**src/rtl/fpx_pkg.sv**
```systemverilog
package fpx_pkg;
    typedef enum logic [1:0] {
        RND_ZERO = 2'b00,
        RND_NEAR = 2'b01,
        RND_DOWN = 2'b10,
        RND_UP   = 2'b11
    } rnd_e;

    localparam logic [2:0] TRAP_KIND_IEEE = 3'b001;
endpackage

```
**src/rtl/fpx_rnd_decode.sv**
```systemverilog
module fpx_rnd_decode
    import fpx_pkg::*;
(
    input  logic [1:0] rm_field,
    output rnd_e       mode
);
    always_comb begin
        unique case (rm_field)
            2'b00:   mode = RND_NEAR;
            2'b01:   mode = RND_ZERO;
            2'b10:   mode = RND_UP;
            2'b11:   mode = RND_DOWN;
            default: mode = RND_ZERO;
        endcase
    end
endmodule

```
**src/rtl/fpx_trap_eval.sv**
```systemverilog
module fpx_trap_eval #(
    parameter int NFLAG = 5
) (
    input  logic [NFLAG-1:0] cur_old,
    input  logic [NFLAG-1:0] eff_flags,
    input  logic [NFLAG-1:0] enables,
    input  logic [NFLAG-1:0] acc_old,
    output logic [NFLAG-1:0] cur_new,
    output logic [NFLAG-1:0] acc_new,
    output logic             take_trap
);
    logic [NFLAG-1:0] hit;

    for (genvar i = 0; i < NFLAG; i++) begin : g_bit
        assign cur_new[i] = cur_old[i] | eff_flags[i];
        assign hit[i]     = cur_new[i] & enables[i];
    end

    assign take_trap = |hit;
    assign acc_new   = take_trap ? acc_old : (acc_old | cur_new);
endmodule

```
**src/rtl/fpx_status_unit.sv**
```systemverilog
module fpx_status_unit
    import fpx_pkg::*;
#(
    parameter int               STAT_W    = 32,
    parameter int               NFLAG     = 5,
    parameter int               CUR_LSB   = 0,
    parameter int               ACC_LSB   = 5,
    parameter int               TEM_LSB   = 23,
    parameter int               KIND_LSB  = 14,
    parameter int               RM_LSB    = 30,
    parameter logic [STAT_W-1:0] LOAD_MASK = 32'hFFF0_3FFF
) (
    input  logic              clk,
    input  logic              rst_n,
    input  logic              flag_vld,
    input  logic [NFLAG-1:0]  flag_in,
    input  logic              clr_pend,
    input  logic              ld_vld,
    input  logic [STAT_W-1:0] ld_data,
    output logic [STAT_W-1:0] status_q,
    output logic [1:0]        rnd_mode,
    output logic              trap_pulse
);
    localparam int KIND_W = $bits(TRAP_KIND_IEEE);

    typedef struct packed {
        logic [STAT_W-1:0] status;
        logic [NFLAG-1:0]  pend;
        rnd_e              rnd;
        logic              trap;
    } state_t;

    state_t st_d, st_q;

    logic [NFLAG-1:0] pend_base, eff_flags;
    logic [NFLAG-1:0] cur_new, acc_new;
    logic             take_trap;
    logic [STAT_W-1:0] merged_ld;
    rnd_e             rnd_next;

    assign pend_base = clr_pend ? '0 : st_q.pend;
    assign eff_flags = pend_base | (flag_vld ? flag_in : '0);
    assign merged_ld = (ld_data & LOAD_MASK) | (st_q.status & ~LOAD_MASK);

    fpx_trap_eval #(.NFLAG(NFLAG)) u_eval (
        .cur_old   (st_q.status[CUR_LSB +: NFLAG]),
        .eff_flags (eff_flags),
        .enables   (st_q.status[TEM_LSB +: NFLAG]),
        .acc_old   (st_q.status[ACC_LSB +: NFLAG]),
        .cur_new   (cur_new),
        .acc_new   (acc_new),
        .take_trap (take_trap)
    );

    fpx_rnd_decode u_rnd (
        .rm_field (st_d.status[RM_LSB +: 2]),
        .mode     (rnd_next)
    );

    always_comb begin
        st_d        = st_q;
        st_d.pend   = eff_flags;
        st_d.trap   = 1'b0;
        if (ld_vld) begin
            st_d.status = merged_ld;
        end else if (flag_vld && (|eff_flags)) begin
            st_d.status[CUR_LSB +: NFLAG] = cur_new;
            if (take_trap) begin
                st_d.status[KIND_LSB +: KIND_W] = TRAP_KIND_IEEE;
                st_d.trap                       = 1'b1;
            end else begin
                st_d.status[ACC_LSB +: NFLAG] = acc_new;
            end
        end
        st_d.rnd = rnd_next;
    end

    always_ff @(posedge clk or negedge rst_n) begin
        if (!rst_n) begin
            st_q <= '{status: '0, pend: '0, rnd: RND_NEAR, trap: 1'b0};
        end else begin
            st_q <= st_d;
        end
    end

    assign status_q   = st_q.status;
    assign rnd_mode   = st_q.rnd;
    assign trap_pulse = st_q.trap;
endmodule

```
**config.mk**
```make
export PLATFORM = sky130hd
export DESIGN_NAME = fpx_status_unit
export DESIGN_NICKNAME = d
export VERILOG_FILES = /design/src/rtl/fpx_pkg.sv /design/src/rtl/fpx_rnd_decode.sv /design/src/rtl/fpx_trap_eval.sv /design/src/rtl/fpx_status_unit.sv
export SDC_FILE = /design/constraint.sdc
export NUM_CORES = 1
export LEC_CHECK = 0
export BUFFER_PORTS_ARGS = -buffer_cell sky130_fd_sc_hd__buf_4
export CAP_MARGIN = 20
export CORE_MARGIN = 4
export CORE_UTILIZATION = 28
export CTS_CLUSTER_DIAMETER = 100
export DETAILED_ROUTE_END_ITERATION = 7
export PLACE_DENSITY_LB_ADDON = 0.05
export SLEW_MARGIN = 20
export SYNTH_ARGS = -nofsm -noshare
export SYNTH_HDL_FRONTEND = slang
export SYNTH_SLANG_ARGS = --single-unit
```
**constraint.sdc**
```tcl
create_clock -name clk -period 1.7 [get_ports clk]
set_input_delay 0.255 -clock clk [delete_from_list [all_inputs] [get_ports clk]]
set_output_delay 0.255 -clock clk [all_outputs]
set_load 0.01 [all_outputs]
```
======== Word level (Yosys, flattened, before mapping) ========
Index checks and enable logic that the tools add are counted.
word-level totals
  flip-flop bits (word level) ............. 40
  input bits .............................. 42
  word-level logic and storage cells ...... 46
operators by class
  equality and inequality tests ........... 4
  muxes and demuxes ....................... 13
  bitwise operators ....................... 13
  reduce and logical (&&, ||, !) cells .... 8
operator list
  cell                count
  $or 32x20->32       1
  $mux 10             2
  $mux 15             1
  $mux 5              3
  $or 5x5->5          2
  $reduce_or 5->1     2
  $mux 3              3
  $pmux 2 s4          1
  $and 1x1->1         5
  $or 1x1->1          5
  $eq 2x2->1 const B  2
  $reduce_and 2->1    2
  $reduce_bool 2->1   2
  $mux 1              3
  $eq 2x1->1 const B  1
  $logic_not 2->1     1
  $ne 2x2->1 const B  1
  $logic_and 1x1->1   1

======== Depth between registers and ports, before layout ========
  depth in word-level cells ............... 8
  mapped depth ............................ 5
  gate-level depth less buffers ........... 4

======== Modules after synthesis ========
Synthesis repeated with hierarchy kept, for this count alone.
second synthesis, totals
  cell total of the unflattened synthesis .. 183
  area, all modules ....................... 1901.8 um^2
modules (own cells, without submodules)
  module           instances  cells an instance  area each (um^2)  seq. area each (um^2)
  fpx_status_unit  1          158                1745.4            877.1
  fpx_trap_eval    1          23                 148.9             0.0
  fpx_rnd_decode   1          2                  7.5               0.0

======== Least setup slack after synthesis ========
OpenSTA, ideal clock, no wires.
  path type ............................... register to register
  start ................................... register st_q[4] in the netlist's numbering
  end ..................................... register st_q, in the netlist status_q[5]
  data arrival time ....................... 1299 ps
  required time ........................... 1605 ps
  setup slack ............................. 305 ps
  stages on the path, launching flop included .. 5
  cells stage by stage .................... dfrtp_1 > or2b_4 > nand3b_4 > a2111o_1 > o31ai_1
on the way
  cells in the longest elaborated chain, start to end .. 7
ends and longest elaborated chain
  item                                   RTL line               source
  start, declared                        fpx_status_unit.sv:33  state_t st_d, st_q;
  start signal, assigned                 fpx_status_unit.sv:80  st_q <= '{status: '0, pend: '0, rnd: RND_NEAR, trap: 1'b0};
  start signal, assigned                 fpx_status_unit.sv:82  st_q <= st_d;
  $mux 5 (*)                             fpx_status_unit.sv:41  assign pend_base = clr_pend ? '0 : st_q.pend;
  $or 5x5->5 (*)                         fpx_status_unit.sv:42  assign eff_flags = pend_base | (flag_vld ? flag_in : '0);
  $or 1x1->1                             fpx_trap_eval.sv:15    assign cur_new[i] = cur_old[i] | eff_flags[i];
  $and 1x1->1                            fpx_trap_eval.sv:16    assign hit[i] = cur_new[i] & enables[i];
  $reduce_or 5->1                        fpx_trap_eval.sv:19    assign take_trap = |hit;
  $ne 2x2->1 (no source line)            -
  $reduce_and 2->1 (no source line) (*)  -
Mark *: on every way between the ends. The rest lies on a longest branch, timed or not.
A chain may end at the register's enable or synchronous reset.

======== Worst setup path in the final report ========
  start ................................... register st_q[4] in the netlist's numbering
  end ..................................... register st_q, in the netlist status_q[8]
The elaborated chain is that of the path after synthesis.

==> flow_summary.ini <==
[outcome]
status = complete, no violations

[pwr]
p_switching_mw = 0.535
vdd_drop_max_mv = 0.330
cellPowerDensity_nw_per_um2 = 942
p_sw_share_pct = 25.8
p_leak_nw = 1.07
internal-power_mw = 1.54
p_comb_share_pct = 20.2
clkPwrFrac_pct = 34.9
p_seq_share_pct = 44.9

[clocking]
cts.clk_slew.worst_paths_ns = 0.07
cts_resized = 0
cts_root_buf = clkbuf_8
postCtsSetupBuffers = 0
clock_path_buffers = 2
cts_tree = built
clk_latency_ns = 0.28
cts-htree-levels = 2
cts_sinks = 34
cts_buffers = 5

[finish]
syn2layout_area_growth_pct = 25.7
fill_cells = 598
finalInstanceArea_um2 = 2210
drive_gt1_share_pct = 38.9
nets = 249
antenna_cells = 0
postLayoutCoreUtil_pct = 36.8

[grt]
grt_max_degree = 35
grt_pass1_vias = 1378
antenna_found_initial = 0
met2_usage_pct = 18.1
grt.total_usage_pct = 11.5
grt_pass1_wl_mm = 6.81
met1_usage_pct = 14.8
use_met3_pct = 4.35
busiest_layer = met2
overflow = 0

[route]
drcViolationCount = 0
dr.first_iter.drc_count = 35
num_vias = 1224
viasPerCell = 4.33
dr.pass1.iters = 4
wl_mm = 3.98
wl_per_cell_um = 14.1
ant_nets = 0

[worst_setup_path]
path_cells = or2b_4, nand3b_4, a2111o_1, o31ai_1
max_stage_delay_ns = 0.50
cp.arrival_ns = 1.69
crit_fanout = 5
cp_slowest_cell = a2111o_1
cp-start-kind = flop
crit_path_end_kind = flop
cp.required_ns = 1.89
setup.worst_path.class = reg2reg

[die]
core-area_um2 = 5990
ios = 77
die_y_um = 87.2
initial_utilization_pct = 29.3
die_w_um = 87.2
rows = 28
die_area_um2 = 7600

[synth]
synth_area_um2 = 1750
synthFlopType = dfrtp_1
yosys.area.top_type_share_pct = 47.1
synthTopCellsByArea = dfrtp_1 47%, buf_4 15%, mux2_1 7.7%, nand2_1 3.6%, mux2i_1 2.9%
syn_avg_cell_area_um2 = 10.5
synth-edff-count = 0
synth_warnings = 0
ys_ff_latch = 34
synthCells = 167
ys_seq_area_share_pct = 48.6
ys_types = 31
async_flop_share_pct = 100
yosysTopAreaCell = dfrtp_1

[sta]
rsz0062_at_grt = false
finalMaxSlewViolations = 0
tns_ns = 0
period_needed_ns = 1.50
hold_violations = 0
fmax_mhz = 667
fin_crit_sh_pct = 88.2
skew_ns = 0.00450
setup_viol = 0

[worst_hold_path]
hold_path.class = in2reg

[placement]
gp_congestion = 0.773
hpwl_mm = 3.05
io_buffers = 65
post_dp_cell_area_um2 = 2090

[run]
maxCapViolCount = 0
## critical path: cells and delay by family (launching register included)
kind / cells / cell delay (ns)
compound gates: 2 / 0.75
simple gates: 2 / 0.31
flops: 1 / 0.36
## timing repair
action                                 CTS  global route
hold buffers                             1             0
endpoints found under the hold margin   33             0
setup endpoints to repair                0             0
## power groups by stage
| stage | registers, mW | clock network [mW] | logic (mW) |
|---|---|---|---|
| finish | 0.934 | 0.725 | 0.421 |
| global route | 0.945 | 0.805 | 0.472 |
| CTS | 0.935 | 0.764 | 0.432 |
| detailed placement | 0.951 | 0 | 0.428 |
| global placement | 0.947 | 0 | 0.421 |
| floorplan | 0.939 | 0 | 0.302 |
## sequential cells by signal, summed over array words and instances (netlist names)
register	cells
rnd_mode	1
st_q	5
status_q	27
trap_pulse	1
## worst paths after layout
kind / depth (start not counted) / from / slack, ns / to
max reg2reg: 4 / st_q[4] / 0.20 / status_q[8]
min in group asynchronous: 2 / rst_n / 0.46 / status_q[31]
max: 4 / st_q[4] / 0.20 / status_q[8]
min: 3 / ld_data[1] / 0.18 / status_q[1]
min reg2reg: 1 / status_q[11] / 0.49 / status_q[11]
max in group asynchronous: 2 / rst_n / 0.89 / rnd_mode[0]
## per-layer routing
metal	part of all wire, %	vias up
li1	-	610
met1	44	562
met2	46	47
met3	9.1	5
met4	1.5	0
met5	0	-
## through the flow
step / power, mW / std cells / setup WS, ns / hold slack, ns
final: 2.08 / 283 / 0.200 / 0.182
after global routing: 2.22 / 283 / 0.0810 / 0.178
after CTS: 2.13 / 283 / 0.197 / 0.170
after detailed placement: 1.38 / 274 / 0.182 / 0.243
after global placement: 1.37 / 274 / 0.179 / 0.234
after floorplan: 1.24 / 171 / 0.305 / -0.0406
## synthesized netlist by cell type (3+ instances only)
cell      instances
o21ai_1           7
mux2_1           12
o31ai_1           6
dfrtp_1          33
nand2_1          17
nand3_1           3
nand2b_2          4
mux2i_1           5
inv_1            12
a21oi_1           6
o211ai_1          3
buf_4            34
## final cells by class
type	count	area [um^2]	area share, %
Clock buffer	7	76.3	3.46
Sequential cell	34	852	38.6
Inverter	12	45.0	2.04
Timing Repair Buffer	68	513	23.3
Clock inverter	1	30.0	1.36
Tap cell	75	93.8	4.25
Multi-Input combinational cell	86	596	27.0
## logic make-up (layout without fill, tap and decap cells)
kind of cell    Yosys count  after routing  share of synthesized area [%]
mux                      17             17                           10.6
flops                    34             34                           48.6
compound gates           33             33                           12.7
simple gates             31             31                           9.63
other cells               1              5                          0.214
buf+inv                  51             88                           18.3
## cells in the final DEF (no fill, tap or decap)
cell	synthesis	routed
buf_4	34	67
mux2i_1	5	5
nand2_1	17	17
a2111o_1	1	1
o2111ai_1	1	1
a221oi_1	1	1
a22oi_1	1	1
a31o_1	1	1
dfstp_2	1	1
inv_1	12	12
conb_1	1	5
bufinv_16	0	1
nand3b_4	1	1
nor2b_1	1	1
dfrtp_1	33	33
o21ai_1	7	7
clkbuf_1	2	2
o21ai_0	1	1
o31ai_1	6	6
clkbuf_8	0	5
nand3_1	3	3
or2b_4	1	1
a21oi_1	6	6
mux2_1	12	12
a31oi_2	1	1
nand2b_2	4	4
o211ai_1	3	3
a211oi_1	2	2
a31oi_1	2	2
dlygate4sd3_1	0	1
nor2_1	2	2
nor3_1	2	2
Note: power is estimated with default switching activity, not from simulation.
